**src/rtl/flk_pkg.sv**
```systemverilog
package flk_pkg;
    typedef enum logic [1:0] {RM_ARRAY, RM_STATUS, RM_INFO} rmode_e;
    typedef enum logic [1:0] {PD_NONE, PD_LOCK, PD_PROG, PD_ERASE} pend_e;
    typedef enum logic [2:0] {OP_IDLE, OP_SET, OP_CLR, OP_PROG, OP_ERASE} op_e;
    typedef enum logic [2:0] {
        C_RD_ARRAY, C_RD_STATUS, C_RD_INFO, C_CLR_STAT,
        C_LOCK_SU, C_PROG_SU, C_ERASE_SU, C_NONE
    } cmd_e;

    localparam logic [7:0] K_RD_ARRAY  = 8'hFF;
    localparam logic [7:0] K_RD_STATUS = 8'h70;
    localparam logic [7:0] K_RD_INFO   = 8'h90;
    localparam logic [7:0] K_CLR_STAT  = 8'h50;
    localparam logic [7:0] K_LOCK_SU   = 8'h60;
    localparam logic [7:0] K_PROG_SU   = 8'h40;
    localparam logic [7:0] K_ERASE_SU  = 8'h20;
    localparam logic [7:0] K_CONF_SET  = 8'h01;
    localparam logic [7:0] K_CONF_GO   = 8'hD0;
    localparam int         INFO_OFS    = 2;
endpackage

```
**src/rtl/flk_cmd_decode.sv**
```systemverilog
module flk_cmd_decode
    import flk_pkg::*;
(
    input  logic [7:0] code,
    output cmd_e       cmd
);
    always_comb begin
        unique case (code)
            K_RD_ARRAY:  cmd = C_RD_ARRAY;
            K_RD_STATUS: cmd = C_RD_STATUS;
            K_RD_INFO:   cmd = C_RD_INFO;
            K_CLR_STAT:  cmd = C_CLR_STAT;
            K_LOCK_SU:   cmd = C_LOCK_SU;
            K_PROG_SU:   cmd = C_PROG_SU;
            K_ERASE_SU:  cmd = C_ERASE_SU;
            default:     cmd = C_NONE;
        endcase
    end
endmodule

```
**src/rtl/flk_busy_timer.sv**
```systemverilog
module flk_busy_timer #(
    parameter int CYC = 6
) (
    input  logic clk,
    input  logic rst_n,
    input  logic start,
    output logic busy,
    output logic done
);
    localparam int CW = $clog2(CYC + 1);

    logic [CW-1:0] cnt_d, cnt_q;

    assign busy = (cnt_q != '0);
    assign done = (cnt_q == CW'(1));

    always_comb begin
        cnt_d = cnt_q;
        if (start)     cnt_d = CW'(CYC);
        else if (busy) cnt_d = cnt_q - CW'(1);
    end

    always_ff @(posedge clk or negedge rst_n) begin
        if (!rst_n) cnt_q <= '0;
        else        cnt_q <= cnt_d;
    end
endmodule

```
**src/rtl/flk_store.sv**
```systemverilog
module flk_store #(
    parameter int NBLK      = 4,
    parameter int BLK_WORDS = 8,
    parameter int DW        = 16,
    localparam int BLK_W    = $clog2(NBLK),
    localparam int OFF_W    = $clog2(BLK_WORDS),
    localparam int ADDR_W   = BLK_W + OFF_W,
    localparam int NWORDS   = NBLK * BLK_WORDS
) (
    input  logic              clk,
    input  logic              rst_n,
    input  logic              lk_set,
    input  logic              lk_clr,
    input  logic [BLK_W-1:0]  op_blk,
    input  logic              pg_en,
    input  logic [OFF_W-1:0]  pg_off,
    input  logic [DW-1:0]     pg_data,
    input  logic              er_en,
    input  logic [ADDR_W-1:0] rd_addr,
    output logic [DW-1:0]     rd_word,
    output logic [NBLK-1:0]   lock_bits
);
    logic [DW-1:0]   arr_d [NWORDS];
    logic [DW-1:0]   arr_q [NWORDS];
    logic [NBLK-1:0] lock_d, lock_q;

    assign rd_word   = arr_q[rd_addr];
    assign lock_bits = lock_q;

    always_comb begin
        lock_d = lock_q;
        if (lk_set) lock_d[op_blk] = 1'b1;
        if (lk_clr) lock_d[op_blk] = 1'b0;
    end

    for (genvar b = 0; b < NBLK; b++) begin : g_blk
        for (genvar w = 0; w < BLK_WORDS; w++) begin : g_word
            localparam int IDX = b * BLK_WORDS + w;
            always_comb begin
                arr_d[IDX] = arr_q[IDX];
                if (er_en && op_blk == BLK_W'(b))
                    arr_d[IDX] = '1;
                if (pg_en && op_blk == BLK_W'(b) && pg_off == OFF_W'(w))
                    arr_d[IDX] = arr_q[IDX] & pg_data;
            end
            always_ff @(posedge clk or negedge rst_n) begin
                if (!rst_n) arr_q[IDX] <= '1;
                else        arr_q[IDX] <= arr_d[IDX];
            end
        end
    end

    always_ff @(posedge clk or negedge rst_n) begin
        if (!rst_n) lock_q <= '0;
        else        lock_q <= lock_d;
    end
endmodule

```
**src/rtl/flk_lock_ctrl.sv**
```systemverilog
module flk_lock_ctrl
    import flk_pkg::*;
#(
    parameter int NBLK      = 4,
    parameter int BLK_WORDS = 8,
    parameter int DW        = 16,
    parameter int BUSY_CYC  = 6,
    localparam int BLK_W    = $clog2(NBLK),
    localparam int OFF_W    = $clog2(BLK_WORDS),
    localparam int ADDR_W   = BLK_W + OFF_W
) (
    input  logic              clk,
    input  logic              rst_n,
    input  logic              wr_en,
    input  logic [ADDR_W-1:0] wr_addr,
    input  logic [DW-1:0]     wr_data,
    input  logic [ADDR_W-1:0] rd_addr,
    output logic [DW-1:0]     rd_data,
    output logic              ready,
    input  logic              fail_inject
);
    typedef struct packed {
        rmode_e           mode;
        pend_e            pend;
        op_e              op;
        logic [BLK_W-1:0] blk;
        logic [OFF_W-1:0] off;
        logic [DW-1:0]    data;
        logic             err_set;
        logic             err_clr;
        logic             err_lock;
        logic             fail_arm;
    } ctl_t;

    ctl_t st_d, st_q;

    cmd_e             cmd;
    logic             t_start, t_busy, t_done;
    logic             lk_set, lk_clr, pg_en, er_en;
    logic [DW-1:0]    arr_word;
    logic [NBLK-1:0]  lock_bits;
    logic [BLK_W-1:0] wr_blk, rd_blk, op_blk;
    logic [OFF_W-1:0] rd_off;
    logic [7:0]       code;
    logic [7:0]       status;

    assign code   = wr_data[7:0];
    assign wr_blk = wr_addr[ADDR_W-1:OFF_W];
    assign rd_blk = rd_addr[ADDR_W-1:OFF_W];
    assign rd_off = rd_addr[OFF_W-1:0];
    assign op_blk = st_q.blk;
    assign ready  = !t_busy;

    flk_cmd_decode u_dec (
        .code (code),
        .cmd  (cmd)
    );

    flk_busy_timer #(.CYC(BUSY_CYC)) u_tmr (
        .clk   (clk),
        .rst_n (rst_n),
        .start (t_start),
        .busy  (t_busy),
        .done  (t_done)
    );

    flk_store #(.NBLK(NBLK), .BLK_WORDS(BLK_WORDS), .DW(DW)) u_store (
        .clk       (clk),
        .rst_n     (rst_n),
        .lk_set    (lk_set),
        .lk_clr    (lk_clr),
        .op_blk    (op_blk),
        .pg_en     (pg_en),
        .pg_off    (st_q.off),
        .pg_data   (st_q.data),
        .er_en     (er_en),
        .rd_addr   (rd_addr),
        .rd_word   (arr_word),
        .lock_bits (lock_bits)
    );

    // Next-state computation
    always_comb begin
        st_d    = st_q;
        lk_set  = 1'b0;
        lk_clr  = 1'b0;
        pg_en   = 1'b0;
        er_en   = 1'b0;
        t_start = 1'b0;

        // Completion of a running operation
        if (t_done) begin
            unique case (st_q.op)
                OP_SET: begin
                    if (st_q.fail_arm) begin
                        st_d.err_set  = 1'b1;
                        st_d.fail_arm = 1'b0;
                    end else begin
                        lk_set = 1'b1;
                    end
                end
                OP_CLR: begin
                    if (st_q.fail_arm) begin
                        st_d.err_clr  = 1'b1;
                        st_d.fail_arm = 1'b0;
                    end else begin
                        lk_clr = 1'b1;
                    end
                end
                OP_PROG:  pg_en = 1'b1;
                OP_ERASE: er_en = 1'b1;
                default: ;
            endcase
            st_d.op = OP_IDLE;
        end

        if (fail_inject) st_d.fail_arm = 1'b1;

        // Bus writes, accepted only while idle
        if (wr_en && !t_busy) begin
            if (st_q.pend != PD_NONE) begin
                st_d.pend = PD_NONE;
                st_d.mode = RM_STATUS;
                st_d.blk  = wr_blk;
                st_d.off  = wr_addr[OFF_W-1:0];
                st_d.data = wr_data;
                unique case (st_q.pend)
                    PD_LOCK: begin
                        if (code == K_CONF_SET) begin
                            st_d.op = OP_SET;
                            t_start = 1'b1;
                        end else if (code == K_CONF_GO) begin
                            st_d.op = OP_CLR;
                            t_start = 1'b1;
                        end else begin
                            st_d.err_set = 1'b1;
                            st_d.err_clr = 1'b1;
                        end
                    end
                    PD_PROG: begin
                        if (lock_bits[wr_blk]) begin
                            st_d.err_lock = 1'b1;
                        end else begin
                            st_d.op = OP_PROG;
                            t_start = 1'b1;
                        end
                    end
                    PD_ERASE: begin
                        if (code != K_CONF_GO) begin
                            st_d.err_set = 1'b1;
                            st_d.err_clr = 1'b1;
                        end else if (lock_bits[wr_blk]) begin
                            st_d.err_lock = 1'b1;
                        end else begin
                            st_d.op = OP_ERASE;
                            t_start = 1'b1;
                        end
                    end
                    default: ;
                endcase
            end else begin
                unique case (cmd)
                    C_RD_ARRAY:  st_d.mode = RM_ARRAY;
                    C_RD_STATUS: st_d.mode = RM_STATUS;
                    C_RD_INFO:   st_d.mode = RM_INFO;
                    C_CLR_STAT: begin
                        st_d.err_set  = 1'b0;
                        st_d.err_clr  = 1'b0;
                        st_d.err_lock = 1'b0;
                    end
                    C_LOCK_SU:   st_d.pend = PD_LOCK;
                    C_PROG_SU:   st_d.pend = PD_PROG;
                    C_ERASE_SU:  st_d.pend = PD_ERASE;
                    default: ;
                endcase
            end
        end
    end

    always_ff @(posedge clk or negedge rst_n) begin
        if (!rst_n) begin
            st_q <= '{mode: RM_ARRAY, pend: PD_NONE, op: OP_IDLE,
                      blk: '0, off: '0, data: '0,
                      err_set: 1'b0, err_clr: 1'b0, err_lock: 1'b0,
                      fail_arm: 1'b0};
        end else begin
            st_q <= st_d;
        end
    end

    // Read path
    assign status = {ready, 1'b0, st_q.err_clr, st_q.err_set,
                     2'b00, st_q.err_lock, 1'b0};

    always_comb begin
        unique case (st_q.mode)
            RM_STATUS: rd_data = {{(DW-8){1'b0}}, status};
            RM_INFO: begin
                rd_data = '0;
                if (rd_off == OFF_W'(INFO_OFS)) rd_data[0] = lock_bits[rd_blk];
            end
            default:   rd_data = arr_word;
        endcase
    end
endmodule

```
**config.mk**
```make
export PLATFORM = sky130hd
export DESIGN_NAME = flk_lock_ctrl
export DESIGN_NICKNAME = d
export VERILOG_FILES = /design/src/rtl/flk_pkg.sv /design/src/rtl/flk_cmd_decode.sv /design/src/rtl/flk_busy_timer.sv /design/src/rtl/flk_store.sv /design/src/rtl/flk_lock_ctrl.sv
export SDC_FILE = /design/constraint.sdc
export NUM_CORES = 1
export LEC_CHECK = 0
export BUFFER_PORTS_ARGS = -buffer_cell sky130_fd_sc_hd__buf_4
export CAP_MARGIN = 20
export CORE_MARGIN = 10
export CORE_UTILIZATION = 60
export CTS_BUF_LIST = sky130_fd_sc_hd__clkbuf_8
export DETAILED_ROUTE_END_ITERATION = 12
export PLACE_DENSITY = 0.77
export RECOVER_POWER = 25
export SLEW_MARGIN = 20
export SYNTH_ARGS = -nofsm -noshare
export SYNTH_HDL_FRONTEND = slang
export SYNTH_HIERARCHICAL = 1
export SYNTH_SLANG_ARGS = --single-unit
```
**constraint.sdc**
```tcl
create_clock -name clk -period 3.7 [get_ports clk]
set_clock_uncertainty 0.2 [all_clocks]
set_input_delay 0.74 -clock clk [delete_from_list [all_inputs] [get_ports clk]]
set_output_delay 0.74 -clock clk [all_outputs]
set_load 0.005 [all_outputs]
```
==> impl_metrics.tcl <==
set metrics [dict create \
    status "finished, violations left" \
    failed_checks "capacitance limit, slew limit" \
    cts_setup_buffers 0 \
    synth_fp_nets 2549 \
    synth-edff-count 0 \
    leakagePower_nw 14.40 \
    critPathTopFamily "buffers and inverters" \
    maxCapViolCount 1 \
    layout_common_cells "nand2_1 (618), o21ai_0 (519), dfstp_2 (512), mux2i_1 (256), buf_4 (157)" \
    clockBufferDepth 3 \
    maxSlewViolCount 80 \
    worst_pin_slew_ns 2.372 \
    final_common_cell "nand2_1" \
    period_needed_ns 3.589 \
    synth-seq-area-share_pct 56.58 \
    yosysUniqueCellTypes 61 \
    gr-total-overflow 0 \
    synth_area_um2 25500 \
    hp-class "input pin to flip-flop" \
    dieArea_um2 51150 \
    io_pins 47 \
    first_global_vias 20610 \
    numClockSinks 551 \
    nets 2637 \
    yosys_warnings 6 \
    post_drt_via_cell_ratio 6.455 \
    dp_worst_setup_slack_ns 0.1027 \
    drive_gt1_share_pct 33.06 \
    ys_seq_elements 551 \
    routed_wirelength_um 75030 \
    critPathCaptureType "primary output" \
    path_cells "buf_8 > buf_12 > buf_4 > mux2i_2 > a22o_1 > nor3_1 > a31oi_1 > nand3_1 > nand2_1 > o21ai_0 > buf_4" \
    synthCells 2514 \
    antenna_found_initial 2 \
    cpMostUsedCell "buf_4" \
    cp_max_fo 24 \
    start_util_pct 60.79 \
    timing.final.crit_share_pct 96.99 \
    via_count 20770 \
    hold_violations 0 \
    layout.cells.non_filler 3217 \
    numCtsBuffers 92 \
    finalSetupTns_ns 0 \
    synth.avg_cell_area_um2 10.14 \
    synthFlopType "dfstp_2" \
    routedWlPerCell_um 23.32 \
    gp_congestion 0.9194 \
    critPathSlowestCell "mux2i_2" \
    p_per_area_nw_per_um2 494.7 \
    path_class "input pin to primary output" \
    portBuffers 46 \
    fmax_mhz 278.6 \
    dpl.hpwl_um 48140 \
    cp.arrival_ns 2.65 \
    slew_headroom_pct -58.11 \
    cts-root-buf "clkbuf_8" \
    ant_nets 0 \
    grt_pass1_wl_um 116900 \
    cts_tree "built" \
    clk_latency_ns 0.68 \
    coreArea_um2 41950 \
    path_clk_slew_ns 0.06 \
    post-place-cells 3046 \
    die_width_um 226.2 \
    grt_max_degree 95 \
    path_buf_inv 4 \
    area_delta_synth_final_pct 13.02 \
    drtPass1Iterations 6 \
    crit_path_max_incr_delay_ns 0.29 \
    setup_viol_count_final 0 \
    drc 0 \
    synthArstFlopShare_pct 100.0 \
    ir_drop_mv 0.5405 \
    fp.dieH_um 226.2 \
    drt_iter0_drc 2449 \
    rsz0062_at_grt "false" \
    grt_usage_pct 29.26 \
    worst_slack_ns 0.1112 \
    rows 75 \
    required_ns 2.76 \
    htreeDepth 3 \
    startpoint_type "input pin" \
]
-- power by group --
group          internal (mW)  switching, mW  total [mW]
clock                   2.88           2.48        5.36
combinational          0.655           1.69        2.35
sequential              6.27          0.276        6.55
-- cells by family (layout without fill, tap and decap cells) --
family | Yosys count | after routing | synth area share, %
other | 0 | 1 | 0
AND/OR/NAND/NOR | 770 | 770 | 12.74
flip-flops | 551 | 551 | 56.58
buffers and inverters | 204 | 367 | 3.871
multiplexers | 281 | 281 | 11.25
XOR/XNOR | 1 | 1 | 0.03435
AO/OA/AOI/OAI | 702 | 702 | 15.27
adder cells (fa/ha/maj) | 5 | 5 | 0.2453
-- path summary, 6_finish.rpt --
check	start	end	slack [ns]	depth (start not counted)
setup reg to reg	u_tmr/cnt_q[1]$_DFFE_PN0P_	u_store/arr_q[216]$_DFFE_PN1P_	0.32	10
hold / removal	fail_inject	st_q[0]$_DFFE_PN0P_	0.06	2
setup / recovery	rd_addr[1]	rd_data[0]	0.11	11
max in group asynchronous	rst_n	u_store/arr_q[423]$_DFFE_PN1P_	0.46	3
hold reg to reg	u_store/arr_q[230]$_DFFE_PN1P_	u_store/arr_q[230]$_DFFE_PN1P_	0.27	2
min in group asynchronous	rst_n	st_q[15]$_DFFE_PN0P_	1.12	2
-- stage by stage --
| step | hold WS (ns) | total power, mW | instance area (um^2) | utilization (%) |
|---|---|---|---|---|
| final | 0.06444 | 14.26 | 28820 | 68.70 |
| after global routing | 0.03035 | 14.74 | 28820 | 68.70 |
| after CTS | 0.02348 | 14.26 | 28820 | 68.71 |
| after detailed placement | 0.2685 | 8.899 | 26950 | 64.26 |
| after global placement | 0.2623 | 8.781 | 26910 | 64.16 |
| after floorplan | 0.2444 | 7.739 | 25500 | - |
-- layout make-up --
type / count / area [um^2]
antenna: 1 / 2.502
clock buffer: 115 / 1583
clock inverter: 54 / 272.8
fill: 3086 / 13130
inverter: 11 / 41.29
multi-input combinational: 1759 / 10120
sequential: 551 / 14430
tap: 539 / 674.4
timing repair buffer: 187 / 1692
-- layer usage --
layer	global-route usage [%]	share of wire [%]	up-vias	wire, um
li1	-	-	8924	-
met1	38.16	40	10340	29670
met2	45.99	46	1271	34620
met3	6.771	10	225	7555
met4	12.96	4.2	2	3172
met5	0	0.020	-	15
-- Yosys cell counts (3+ instances only) --
cell | n | area, um^2
nor2_2 | 3 | 18.77
a22o_1 | 36 | 315.3
a31oi_1 | 21 | 131.4
inv_1 | 11 | 41.29
ha_1 | 5 | 62.56
nand3_1 | 34 | 170.2
buf_2 | 63 | 315.3
mux2i_1 | 257 | 2572
mux2_2 | 21 | 236.5
nand2b_1 | 8 | 50.05
buf_6 | 8 | 90.09
o21ai_0 | 519 | 2597
and2_1 | 16 | 100.1
nand4_1 | 19 | 118.9
nor2_1 | 15 | 56.30
nand2_1 | 619 | 2323
a22oi_1 | 64 | 480.5
nor2b_1 | 9 | 56.30
dfstp_2 | 512 | 13450
buf_4 | 21 | 157.7
dfrtp_1 | 39 | 975.9
clkbuf_1 | 100 | 375.4
a21oi_1 | 46 | 230.2
nor3_1 | 24 | 120.1
-- registers in the layout (all words and copies together), names as in the netlist --
signal,count
u_store/arr_q,512
st_q,30
u_store/lock_bits,4
u_tmr/cnt_q,3
op_blk,2
-- timing repair --
item                       CTS  global route
setup endpoints to repair    0             9
hold endpoints to repair     7             0
gates resized for setup      0             6
hold buffers                 1             0
No activity file was read; power rests on OpenSTA's default activity.
